$ cat src/rtl/bank_mapper_pkg.sv
package bank_mapper_pkg;

    localparam int NREG     = 16;
    localparam int NCHRREG  = 6;
    localparam int PRG_WIN  = 4;
    localparam int CHR_WIN  = 8;
    localparam int BYTE_W   = 8;
    localparam int OUTER_W  = 4;
    localparam int PRG_W    = OUTER_W + BYTE_W;
    localparam int CHR_HI_W = OUTER_W + BYTE_W;
    localparam int CHR_SUB  = 3;
    localparam int CHR_W    = CHR_HI_W + CHR_SUB;
    localparam int RIDX_W   = $clog2(NREG);
    localparam int HALF_CHR = CHR_WIN / 2;

    // register roles (index in the control file)
    localparam logic [RIDX_W-1:0] IX_OUTER = 4'h0;
    localparam logic [RIDX_W-1:0] IX_PB0   = 4'h7;
    localparam logic [RIDX_W-1:0] IX_PB1   = 4'h8;
    localparam logic [RIDX_W-1:0] IX_PB2   = 4'h9;
    localparam logic [RIDX_W-1:0] IX_PFILL = 4'hA;
    localparam logic [RIDX_W-1:0] IX_SHIFT = 4'hB;
    localparam logic [RIDX_W-1:0] IX_CHI   = 4'hC;
    localparam logic [RIDX_W-1:0] IX_MODE  = 4'hD;
    localparam logic [RIDX_W-1:0] IX_MIRR  = 4'hE;
    localparam logic [RIDX_W-1:0] IX_SEL   = 4'hF;

    localparam logic [BYTE_W-1:0] RST_PB2   = 8'h3E;
    localparam logic [BYTE_W-1:0] RST_PFILL = 8'h3F;
    localparam logic [BYTE_W-1:0] PRG_FULL  = 8'h3F;
    localparam logic [BYTE_W-1:0] CHR_NARROW = 8'h0F;

    typedef logic [BYTE_W-1:0] byte_t;

    typedef struct packed {
        byte_t [NREG-1:0]    r;
        byte_t [NCHRREG-1:0] c;
    } map_state_t;

    typedef enum logic [2:0] {
        OP_NONE, OP_EXP, OP_CHI, OP_MODE, OP_SEL, OP_DATA, OP_MIRR
    } bus_op_e;

    function automatic byte_t prg_mask(input byte_t shift_reg);
        return PRG_FULL >> shift_reg[3:0];
    endfunction

    function automatic byte_t chr_mask(input byte_t mode_reg, input byte_t shift_reg);
        return mode_reg[2] ? CHR_NARROW : (8'hFF >> shift_reg[7:4]);
    endfunction

    function automatic logic [PRG_W-1:0] prg_join(input byte_t outer, input byte_t inner,
                                                  input byte_t fill, input byte_t m);
        byte_t low;
        low = (inner & m) | (fill & ~m);
        return {outer[7:4], BYTE_W'(0)} | {{OUTER_W{1'b0}}, low};
    endfunction

endpackage

$ cat src/rtl/mapper_decode.sv
module mapper_decode
    import bank_mapper_pkg::*;
(
    input  logic [15:0] cpu_addr,
    input  logic        cpu_we,
    output bus_op_e     op
);
    logic [15:0] mmc_class;

    always_comb begin
        mmc_class = cpu_addr & 16'hE001;
        op = OP_NONE;
        if (cpu_we) begin
            if (cpu_addr[15:4] == 12'h410)       op = OP_EXP;
            else if (cpu_addr == 16'h2018)       op = OP_CHI;
            else if (cpu_addr == 16'h201A)       op = OP_MODE;
            else if (cpu_addr[15]) begin
                unique case (mmc_class)
                    16'h8000: op = OP_SEL;
                    16'h8001: op = OP_DATA;
                    16'hA000: op = OP_MIRR;
                    default:  op = OP_NONE;
                endcase
            end
        end
    end
endmodule

$ cat src/rtl/mapper_regs.sv
module mapper_regs
    import bank_mapper_pkg::*;
(
    input  logic        clk,
    input  logic        rst,
    input  logic [15:0] cpu_addr,
    input  logic [7:0]  cpu_data,
    input  bus_op_e     op,
    output map_state_t  st
);
    logic [2:0]  cmd;
    byte_t       cmask;
    byte_t       pmask;
    logic [RIDX_W-1:0] ptgt;

    always_comb begin
        cmd   = st.r[IX_SEL][2:0];
        cmask = chr_mask(st.r[IX_MODE], st.r[IX_SHIFT]);
        pmask = prg_mask(st.r[IX_SHIFT]);
        ptgt  = cmd[0] ? IX_PB1 : IX_PB0;
    end

    always_ff @(posedge clk) begin
        if (rst) begin
            for (int i = 0; i < NREG; i++) st.r[i] <= '0;
            for (int j = 0; j < NCHRREG; j++) st.c[j] <= '0;
            st.r[IX_PB2]   <= RST_PB2;
            st.r[IX_PFILL] <= RST_PFILL;
        end else begin
            unique case (op)
                OP_EXP:  st.r[cpu_addr[3:0]] <= cpu_data;
                OP_CHI:  st.r[IX_CHI]        <= cpu_data;
                OP_MODE: st.r[IX_MODE]       <= cpu_data;
                OP_SEL:  st.r[IX_SEL]        <= cpu_data;
                OP_MIRR: st.r[IX_MIRR]       <= {7'b0, ~cpu_data[0]};
                OP_DATA: begin
                    if (cmd < 3'd6)
                        st.c[cmd] <= cpu_data & cmask;
                    else
                        st.r[ptgt] <= (st.r[ptgt] & ~pmask) | (cpu_data & pmask);
                end
                default: ;
            endcase
        end
    end
endmodule

$ cat src/rtl/mapper_prg.sv
module mapper_prg
    import bank_mapper_pkg::*;
(
    input  map_state_t                   st,
    output logic [PRG_WIN-1:0][PRG_W-1:0] prg_bank
);
    byte_t m;
    logic  four_reg;
    logic  swap;
    logic [PRG_WIN-1:0][PRG_W-1:0] slot;

    always_comb begin
        m        = prg_mask(st.r[IX_SHIFT]);
        four_reg = st.r[IX_MODE][1];
        swap     = st.r[IX_MODE][0] & st.r[IX_SEL][6];
        slot[0]  = prg_join(st.r[IX_OUTER], st.r[IX_PB0], st.r[IX_PFILL], m);
        slot[1]  = prg_join(st.r[IX_OUTER], st.r[IX_PB1], st.r[IX_PFILL], m);
        if (four_reg) begin
            slot[2] = prg_join(st.r[IX_OUTER], st.r[IX_PB2], st.r[IX_PFILL], m);
            slot[3] = prg_join(st.r[IX_OUTER], st.r[IX_PFILL], st.r[IX_PFILL], 8'hFF);
        end else begin
            slot[2] = prg_join(st.r[IX_OUTER], 8'hFE, st.r[IX_PFILL], m);
            slot[3] = prg_join(st.r[IX_OUTER], 8'hFF, st.r[IX_PFILL], m);
        end
    end

    // window w takes slot w, except 0 and 2 trade places when swapped
    for (genvar w = 0; w < PRG_WIN; w++) begin : g_win
        if (w == 0 || w == 2) begin : g_swp
            assign prg_bank[w] = swap ? slot[w ^ 2] : slot[w];
        end else begin : g_fix
            assign prg_bank[w] = slot[w];
        end
    end
endmodule

$ cat src/rtl/mapper_chr.sv
module mapper_chr
    import bank_mapper_pkg::*;
(
    input  map_state_t                   st,
    output logic [CHR_WIN-1:0][CHR_W-1:0] chr_bank
);
    logic [CHR_HI_W-1:0] hi;
    logic [CHR_W-1:0]    base;
    logic                half_swap;
    logic [CHR_WIN-1:0][CHR_W-1:0] slot;

    always_comb begin
        hi = {st.r[IX_OUTER][3:0], BYTE_W'(0)}
           | {3'b000, st.r[IX_CHI], 1'b0}
           | {7'b0, st.r[IX_MODE][7:3]};
        base      = {hi, {CHR_SUB{1'b0}}};
        half_swap = st.r[IX_SEL][7];
    end

    for (genvar s = 0; s < CHR_WIN; s++) begin : g_slot
        if (s < HALF_CHR) begin : g_pair
            assign slot[s] = base | {{(CHR_W-BYTE_W){1'b0}},
                                     st.c[s/2][7:1], 1'(s % 2)};
        end else begin : g_single
            assign slot[s] = base | {{(CHR_W-BYTE_W){1'b0}}, st.c[s - HALF_CHR + 2]};
        end
        assign chr_bank[s] = half_swap ? slot[s ^ HALF_CHR] : slot[s];
    end
endmodule

$ cat src/rtl/bank_mapper.sv
module bank_mapper
    import bank_mapper_pkg::*;
(
    input  logic                          clk,
    input  logic                          rst,
    input  logic [15:0]                   cpu_addr,
    input  logic [7:0]                    cpu_data,
    input  logic                          cpu_we,
    output logic [PRG_WIN-1:0][PRG_W-1:0] prg_bank,
    output logic [CHR_WIN-1:0][CHR_W-1:0] chr_bank,
    output logic                          mirror
);
    bus_op_e    op;
    map_state_t st;

    mapper_decode u_dec (.cpu_addr(cpu_addr), .cpu_we(cpu_we), .op(op));

    mapper_regs u_regs (
        .clk(clk), .rst(rst), .cpu_addr(cpu_addr), .cpu_data(cpu_data),
        .op(op), .st(st)
    );

    mapper_prg u_prg (.st(st), .prg_bank(prg_bank));
    mapper_chr u_chr (.st(st), .chr_bank(chr_bank));

    assign mirror = st.r[IX_MIRR][0];
endmodule

$ cat config.mk
export PLATFORM = sky130hd
export DESIGN_NAME = bank_mapper
export DESIGN_NICKNAME = d
export VERILOG_FILES = /design/src/rtl/bank_mapper_pkg.sv /design/src/rtl/mapper_decode.sv /design/src/rtl/mapper_regs.sv /design/src/rtl/mapper_prg.sv /design/src/rtl/mapper_chr.sv /design/src/rtl/bank_mapper.sv
export SDC_FILE = /design/constraint.sdc
export NUM_CORES = 1
export LEC_CHECK = 0
export BUFFER_PORTS_ARGS = -buffer_cell sky130_fd_sc_hd__buf_2
export CAP_MARGIN = 20
export CORE_ASPECT_RATIO = 1.2
export CORE_UTILIZATION = 56
export CTS_CLUSTER_DIAMETER = 200
export DETAILED_ROUTE_END_ITERATION = 10
export MAX_ROUTING_LAYER = met4
export PLACE_DENSITY = 0.84
export SLEW_MARGIN = 20
export SYNTH_ARGS = -nofsm -noshare
export SYNTH_HDL_FRONTEND = slang
export SYNTH_SLANG_ARGS = --single-unit
$ cat constraint.sdc
create_clock -name clk -period 5.1 [get_ports clk]
set_input_delay 1.02 -clock clk [delete_from_list [all_inputs] [get_ports clk]]
set_output_delay 1.02 -clock clk [all_outputs]
set_load 0.05 [all_outputs]
* Word-level counts from Yosys, hierarchy flattened
Index checks and enable logic that the tools add are counted.
** Word-level totals
- Word-level logic and storage cells :: 126
- Register bits after elaboration :: 176
- Input bits :: 27
- Output and inout bits :: 169
** Cells by class
- Reduce and logical (&&, ||, !) cells :: 14
- Order comparisons :: 7
- Mux-type cells :: 36
- Bitwise gates (word level) :: 32
- Shift-type cells :: 2
- Eq/ne operators :: 13
** Operators by type and width (number)
- $bwmux 128 :: 2
- $pmux 96 s2 :: 1
- $mux 128 :: 1
- $mux 15 :: 8
- $or 15x8->15 :: 8
- $pmux 8 s3 :: 4
- $or 12x8->12 :: 6
- $demux 8 s4 :: 2
- $and 8x8->8 :: 7
- $bwmux 48 :: 1
- $or 8x8->8 :: 6
- $mux 8 :: 5
- $bmux 8 s4 :: 1
- $eq 16x14->1 const B :: 2
- $demux 8 s3 :: 1
- $mux 12 :: 2
- $mux 24 :: 1
- $mux 3 :: 5
- $eq 12x11->1 const B :: 1
- $eq 4x4->1 const B :: 3
- $or 12x5->12 :: 1
- $or 12x9->12 :: 1
- $reduce_and 2->1 :: 6
- $reduce_bool 3->1 :: 4
- other kinds (18) :: 25

* Depth between registers and ports, before layout
Gate-level depths: netlist of the first run.
- Depth after elaboration :: 10
- Mapped depth :: 8
- Gate-level depth less buffers :: 5

* Cells and area by module
A second synthesis of the first run with hierarchy kept.
** Second synthesis, totals
- Cell total of the unflattened synthesis :: 1073
- Area, all modules :: 9090.0 µm²
** Modules (own cells, without submodules)
- mapper_regs :: seq. area each 3523.4 µm², cells each 744, times used 1, area an instance 7088.0 µm²
- mapper_chr :: seq. area each 0.0 µm², cells each 218, times used 1, area an instance 1268.7 µm²
- mapper_prg :: seq. area each 0.0 µm², cells each 94, times used 1, area an instance 614.3 µm²
- mapper_decode :: seq. area each 0.0 µm², cells each 17, times used 1, area an instance 118.9 µm²

* Least setup slack after synthesis of the first run
Ideal clock, no wire load.
- Path type :: flip-flop to output port
- Start :: register u_regs.st[138] (netlist name)
- End :: output prg_bank[29] in the netlist's numbering
- Path buffers :: 1
- Data required time :: 4.080 ns
- Setup slack :: 1.932 ns
- Arrival :: 2.148 ns
- Cell stages (with the launch flop) :: 5
- Cells stage by stage :: dfxtp_1 clkbuf_1 nor3_1 nand2b_1 o21ai_0
** RTL lines
- end: declaration :: RTL line bank_mapper.sv:9 : output logic [PRG_WIN-1:0][PRG_W-1:0] prg_bank,

==> run metrics, run 1 <==
PD cells=228.6 nW/um^2; clock skew=0.009086 ns; global-route wire length before repair=26390 um; critical path capture point type=output port; Setup-failing EPs final=0; cell count after synthesis=846; Required @ worst endpoint=4.08 ns; CP max stage delay=0.60 ns; CTS Sinks=110; Pint=1.224 mW; drt pass-1 iters=8; adder-cell area share of the yosys netlist=0%; Post-synth ARST share=0%; Leakage=3.616 nW; number of antenna diodes=0; DRC errors left=0; Overall Global Routing Usage=28.38%; length in cells of the worst reg-to-reg path=5; YS warnings=0; Overflow after GRT=0; vias in the first global route=5273; CTS clk-pin slew, worst paths=0.08 ns; Tmin final=3.068 ns; layout cells sized above 1=25.89%; Synth Area in Compound Gates=19.98%; relative slew slack=41.92%; type of the worst min-delay path=reg -> reg; CTS Buf Count=9; max FFs per register=110; CP max-delay cell=dfxtp_2; # Max-Cap Violations=0; syn nets=873; num rows=42; HP Start=u_regs.st[27]; critical path class=reg -> out; Routability Congestion=0.9154; io pins=196; CP delay by family, top=buffers and inverters; Buf+Inv Stages, Crit Path=2; EDFF count, synth=0; core area=11140 um^2; DRT iter0 DRCs=320; Nets=949; clock buffer depth=2; simple-gate share of the synthesized area=20.64%; RR Startpoint=u_regs.st[170]; largest family of logic cells by synthesized area=simple AND/OR/NAND/NOR gates; reg2reg end=u_regs.st[145]; hold path depth=2; Switch Pwr=0.4101 mW; crit path launch type=flip-flop; synthesized area per cell=7.667 um^2; fmax=0.3259 GHz; CP cell instances=buf_4, o21ai_0, a21o_1, buf_2; post-route ant nets=0; CTS Root Cell=clkbuf_16; status=finished, final reports clean; Worst-Skew Late Latency=0.35 ns; Synth Flop Type=dfxtp_1; Peak supply drop=0.1480 mV; Area growth, synth to finish=10.22%; number of vias per cell=5.513; Die W=100.2 um; initial antenna violation count=0; Post-Synth XOR/XNOR Area=0%; tightest hold margin=0.4652 ns; port buffer count=195; Cell Area, Synth=6486 um^2; CTS tree=built; R2R Setup Slk=2.84 ns; register bit total from synthesis=110; Pins Over Slew Limit=0; CP max FO=49; H-tree depth=3; crit share post-route=60.16%; crit path DAT=2.05 ns; post-synthesis cell type count=64; Via Count=5960; sw frac=25.09%; Min-Delay Endpoint=u_regs.st[27]; Initial Util=58.22%; dpl hpwl=11970 um; # hold bufs at CTS=0; RSZ-0062 raised after global routing=false; post-synthesis sequential area ratio=33.95%; setup TNS=0 ns; Post-CTS Setup Inserts=0; Die H=119.9 um; die area=12020 um^2; Post-CTS Resized=0; largest net degree at the start of global routing=84; Total Wirelength=16550 um; Comb pwr share=6.1%; Clock power frac=41.1%; Worst Tran Pin Value=0.8712 ns; mux share of post-synthesis cell area=10.38%; Sequential Power Share=52.7%; WL per Instance=15.31 um; final hold vios=0
-- cells by family after synthesis --
logic type | count (synthesis)
simple gates | 283
compound gates | 209
buf+inv | 177
flops | 110
mux | 67
-- cell type report --
cell class                      instances  area (um^2)
Fill cell                            1034         3991
Multi-Input combinational cell        559         3314
Sequential cell                       110         2203
Timing Repair Buffer                  197        991.0
Clock buffer                           10        229.0
Tap cell                              154        192.7
Inverter                               45        168.9
Clock inverter                          6        50.05
-- worst min-delay path, stage by stage (launching register included) --
cell     delay [ns]
dfxtp_1        0.32
nand2_1        0.05
a21oi_1        0.05
-- metal layers --
layer / global-route usage [%] / up-vias / share of wire (%)
met1: 36.56 / 2758 / 43
met4: 9.511 / 0 / 1.6
met2: 45.98 / 225 / 49
met3: 3.669 / 21 / 5.9
met5: - / - / 0
li1: - / 2956 / -
-- power groups by stage --
stage | registers (mW) | logic, mW | clock network (mW)
after floorplan | 0.881 | 0.0688 | 0
after global placement | 0.882 | 0.0970 | 0
after detailed placement | 0.882 | 0.0978 | 0
after CTS | 0.862 | 0.0982 | 0.674
after global routing | 0.862 | 0.107 | 0.713
final | 0.862 | 0.100 | 0.672
-- per-stage QoR --
stage	area, um^2	instances	utilization [%]	setup slack, ns	power (mW)
2_1_floorplan	6486	846	-	1.932	0.9497
3_3_place_gp	6864	1065	61.61	2.054	0.9790
3_5_place_dp	6864	1065	61.61	2.008	0.9799
4_1_cts	7143	1081	64.12	2.044	1.634
5_1_grt	7149	1081	64.17	1.815	1.682
6_report	7149	1081	64.17	2.032	1.635
-- cells in the mapped netlist, drive strengths merged, types with 5 or more instances --
cell    number  area [um^2]
nand2      111        416.7
dfxtp      110         2202
or2          6        37.54
buf         87        638.1
inv         44        165.2
a31oi        6        37.54
o21ai       76        384.1
nand2b       5        31.28
a21o        17        127.6
nor2b       11        68.82
nor3         7        35.03
a21oi       58        297.8
nand4       10        83.83
and3         5        32.53
o311ai       6        52.55
mux2i       65        650.6
o21bai       6        45.04
a211oi      11        82.58
nand3        6        30.03
o31ai        6        45.04
and2         6        37.54
clkbuf      45        168.9
nor2        96        360.4
o211ai       6        45.04
-- how the worst max path moves through the flow --
stage	from	depth (start not counted)	slack, ns	endpoint
after floorplan	u_regs.st[138]	4	1.93	prg_bank[29]
after global placement	cpu_addr[15]	6	2.05	u_regs.st[132]
after detailed placement	cpu_addr[15]	6	2.01	u_regs.st[129]
after CTS	u_regs.st[175]	3	2.04	chr_bank[16]
after global routing	u_regs.st[175]	4	1.82	chr_bank[48]
final	u_regs.st[175]	4	2.03	chr_bank[5]
-- layout by cell type (no fill, tap or decap), types with 3 or more instances in the layout --
cell type  count
a2111oi_0      3
a211oi_1      11
a21o_1        17
a21oi_1       56
a31oi_1        6
and2_1         5
and3_1         4
buf_2        195
clkbuf_16      9
dfxtp_1      109
inv_1         43
inv_6          3
mux2i_1       65
nand2_1      111
nand2b_1       5
nand3_1        6
nand4_1        8
nor2_1        96
nor2b_1       11
nor3_1         7
o211ai_1       6
o21ai_0       73
o21bai_1       6
o311ai_0       6
o31ai_1        6
or2_2          5
Note: power is estimated with default switching activity, not from simulation.
==> run 2: changes to the inputs <==
- CORE_UTILIZATION: 56 -> 47
- PLACE_DENSITY: 0.84 -> 0.75
- clock period: 5.1 -> 2.7 ns (I/O delays scaled with it)
==> run 2 against run 1 <==
Net effect:
- first-iteration DRC count is 2.2% lower
- critical endpoint is now chr_bank[48]
- critical path type unchanged
- sequential share of layout area decreased by 0.83 points
- global-route usage decreased by 3.4 points
- largest power group unchanged
==> run metrics, run 2 (synthesis results as in run 1) <==
status=finished, final reports clean; number of vias per cell=5.429; Nets=967; relative slew slack=56.94%; Comb pwr share=6.1%; Total Wirelength=17320 um; critical path class=reg -> out; dpl ws=0.2150 ns; Initial Util=48.58%; drt pass-1 iters=5; Post-CTS Resized=0; Required @ worst endpoint=2.16 ns; Area growth, synth to finish=13.29%; io pins=196; DRC errors left=0; sw frac=23.33%; core area=13350 um^2; fillcell total=1276; clock buffer depth=2; Design Area, Final=7348 um^2; Setup-failing EPs final=0; type of the worst min-delay path=reg -> reg; Pins Over Slew Limit=0; Tot Pwr=3.245 mW; Die W=109.2 um; # hold bufs at CTS=0; commonest non-fill, non-tap cell in the layout=buf_2; Worst-Skew Late Latency=0.35 ns; CTS Sinks=110; num rows=46; fin util=55.03%; crit path DAT=1.99 ns; port buffer count=195; dpl hpwl=12700 um; CP max FO=23; Peak supply drop=0.3348 mV; crit share post-route=93.62%; Post-CTS Setup Inserts=0; layout cells sized above 1=27.30%; max FFs per register=110; multi-input logic area=3308 um^2; Via Count=6043; CTS Buf Count=9; RSZ-0062 raised after global routing=false; global-route wire length before repair=26970 um; CTS Root Cell=clkbuf_16; Die H=130.7 um; critical path capture point type=output port; die area=14280 um^2; PD cells=441.6 nW/um^2; Routability Congestion=0.9303; tightest hold margin=0.4649 ns; crit path launch type=flip-flop; Switch Pwr=0.7569 mW; CTS clk-pin slew, worst paths=0.07 ns; CTS tree=built; H-tree depth=3; Post-Place Cells=1097; Leakage=3.720 nW; clock skew=0.006021 ns; setup TNS=0 ns; CP cell instances=clkinvlp_4, a21oi_1, o21ai_0, buf_2; Area after DPL=7029 um^2; Sequential Power Share=50.2%; CP max-delay cell=dfxtp_2; register area=2203 um^2; most frequent cells in the layout=195 x buf_2, 111 x nand2_1, 109 x dfxtp_1; number of antenna diodes=0; largest net degree at the start of global routing=55; Overflow after GRT=0; Pint=2.488 mW; # Max-Cap Violations=0; initial antenna violation count=0; Final Non-Filler Cells=1113; Clock power frac=43.7%; post-route ant nets=0; CP max stage delay=0.64 ns; Overall Global Routing Usage=24.95%; final hold vios=0; vias in the first global route=5258; WL per Instance=15.57 um; setup ws final=0.1721 ns; Worst Tran Pin Value=0.6459 ns; Tmin final=2.528 ns; fmax=0.3956 GHz; DRT iter0 DRCs=313
==> run 2: changes by cell type in the layout (fill, tap and decap cells not counted), sizes merged <==
cell | previous run | this run
buf | 197 | 215
clkinv | 2 | 3
inv | 48 | 44
clkinvlp | 1 | 2
bufinv | 0 | 2
==> run 2: power by group through the flow <==
stage / clock, mW / combinational, mW / sequential, mW
final: 1.42 / 0.197 / 1.63
after global routing: 1.50 / 0.212 / 1.63
after CTS: 1.44 / 0.195 / 1.63
after detailed placement: 0 / 0.195 / 1.67
after global placement: 0 / 0.194 / 1.67
after floorplan: 0 / 0.130 / 1.66
==> run 2: final cells by class <==
class	count	share of cell area (%)
repair buffers	215	15.49
well taps	168	2.861
clock inverters	6	1.175
clock buffers	10	3.116
flip-flops and latches	110	29.98
multi-input cells	559	45.02
inverters	45	2.350
==> run 2: per-layer routing <==
| metal | vias to the layer above | share of wire (%) | global-route usage [%] |
|---|---|---|---|
| li1 | 2997 | - | - |
| met1 | 2817 | 45 | 32.22 |
| met2 | 196 | 48 | 40.07 |
| met3 | 33 | 5.0 | 3.175 |
| met4 | 0 | 2.0 | 8.784 |
| met5 | - | 0 | - |
==> run 2: worst max-delay path, delay by kind of cell (launching register included) <==
kind | cells | cell delay, ns
compound gates | 2 | 0.36
buf+inv | 2 | 0.63
flops | 1 | 0.64
==> run 2: final timing paths <==
kind	to	start	slack (ns)	depth (start not counted)
setup / recovery	chr_bank[48]	u_regs.st[175]	0.17	4
setup reg to reg	u_regs.st[146]	u_regs.st[170]	0.57	5
hold reg to reg	u_regs.st[43]	u_regs.st[43]	0.46	2
hold / removal	u_regs.st[43]	u_regs.st[43]	0.46	2
==> run 3: changes to the inputs <==
==> constraint.sdc (replaced) <==
create_clock -name clk -period 2.7 [get_ports clk]
set_input_delay 0.135 -clock clk [delete_from_list [all_inputs] [get_ports clk]]
set_output_delay 0.135 -clock clk [all_outputs]
set_load 0.05 [all_outputs]
==> run 3 against run 2 <==
Net effect:
- critical path depth did not move
- combinational power fell by 2%
- maximum frequency is 7.4% higher
==> run metrics, run 3 (synthesis results as in run 1) <==
M3 GR Usage=4.067%; crit path launch type=flip-flop; clock skew=0.006623 ns; CTS clk-pin slew, worst paths=0.07 ns; GR Util met2=40.62%; Leakage=3.672 nW; most frequent cells in the layout=195 x buf_2, 111 x nand2_1, 109 x dfxtp_1; R2R Setup Slk=0.55 ns; length in cells of the worst reg-to-reg path=5; hold path depth=3; number of vias per cell=5.414; fillcell total=1312; vias in the first global route=5281; Final Non-Filler Cells=1105; Routability Congestion=0.9139; # Max-Cap Violations=0; largest net degree at the start of global routing=56; fmax=0.4248 GHz; CTS tree=built; Die W=109.2 um; drt pass-1 iters=6; port buffer count=195; reg2reg end=u_regs.st[147]; type of the worst min-delay path=in -> reg; H-tree depth=3; grt met1 use=30.83%; commonest non-fill, non-tap cell in the layout=buf_2; HP Start=cpu_data[6]; Required @ worst endpoint=2.57 ns; critical path class=reg -> out; relative slew slack=55.26%; Overflow after GRT=0; Post-CTS Resized=0; Setup-failing EPs final=0; Post-Place Cells=1090; status=finished, final reports clean; Nets=960; Total Wirelength=17060 um; multi-input logic area=3308 um^2; max FFs per register=110; setup TNS=0 ns; die area=14280 um^2; DRC errors left=0; layer with the highest usage=met2; Die H=130.7 um; Initial Util=48.58%; initial antenna violation count=0; PD cells=426.2 nW/um^2; # hold bufs at CTS=0; crit share post-route=87.20%; Tmin final=2.354 ns; core area=13350 um^2; final hold vios=0; Min-Delay Endpoint=u_regs.st[150]; CTS Buf Count=9; crit path DAT=2.22 ns; register area=2203 um^2; Overall Global Routing Usage=24.82%; CTS Sinks=110; Peak supply drop=0.3889 mV; global-route wire length before repair=26590 um; critical path capture point type=output port; WL per Instance=15.44 um; Tot Pwr=3.089 mW; clock buffer depth=2; layout cells sized above 1=26.68%; CTS Root Cell=clkbuf_16; number of antenna diodes=0; Worst Tran Pin Value=0.6696 ns; num rows=46; io pins=196; Area growth, synth to finish=11.73%; post-route ant nets=0; RSZ-0062 raised after global routing=false; Via Count=5983; RR Startpoint=u_regs.st[169]; dpl hpwl=12470 um; CP max FO=38; Pins Over Slew Limit=0; DRT iter0 DRCs=292; Worst-Skew Late Latency=0.34 ns; tightest hold margin=0.1203 ns; Post-CTS Setup Inserts=0
## run 3: final cells by class
class                           instances  area share [%]
Multi-Input combinational cell        559           45.65
Sequential cell                       110           30.40
Timing Repair Buffer                  208           14.81
Clock buffer                           11           3.488
Tap cell                              168           2.901
Inverter                               45           2.331
Clock inverter                          4          0.4144
## run 3: metal layers
metal / wire length (um) / part of all wire, % / up-vias
met1: 7507 / 44 / 2761
met2: 8245 / 48 / 203
met3: 919 / 5.4 / 36
li1: - / - / 2983
met4: 391 / 2.3 / 0
met5: 0 / 0 / -
## run 3: per-stage QoR
stage | util (%) | area [um^2] | worst slack (ns)
global route | 54.27 | 7247 | 0.1365
global placement | 52.16 | 6964 | 0.6133
detailed placement | 52.16 | 6964 | 0.5923
finish | 54.27 | 7247 | 0.3457
floorplan | - | 6486 | 0.4174
CTS | 54.27 | 7247 | 0.3546
## run 3: where the power goes
group | total [mW] | switching (mW) | internal [mW]
Sequential | 1.63 | 0.00506 | 1.62
Clock | 1.27 | 0.592 | 0.675
Combinational | 0.193 | 0.144 | 0.0491
## run 3: worst max-delay path: stages (launching register included)
cell      delay (ns)
dfxtp_2         0.72
clkinv_1        0.54
a21oi_1         0.29
o21ai_0         0.11
buf_2           0.22
## run 3: worst max-delay path by stage
| stage | from | end | cells after the start |
|---|---|---|---|
| 5_1_grt | u_regs.st[175] | chr_bank[18] | 4 |
| 3_5_place_dp | u_regs.st[170] | u_regs.st[149] | 5 |
| 6_report | u_regs.st[175] | chr_bank[48] | 4 |
| 2_1_floorplan | u_regs.st[138] | prg_bank[29] | 4 |
| 4_1_cts | u_regs.st[175] | chr_bank[18] | 4 |
| 3_3_place_gp | cpu_addr[15] | u_regs.st[50] | 6 |
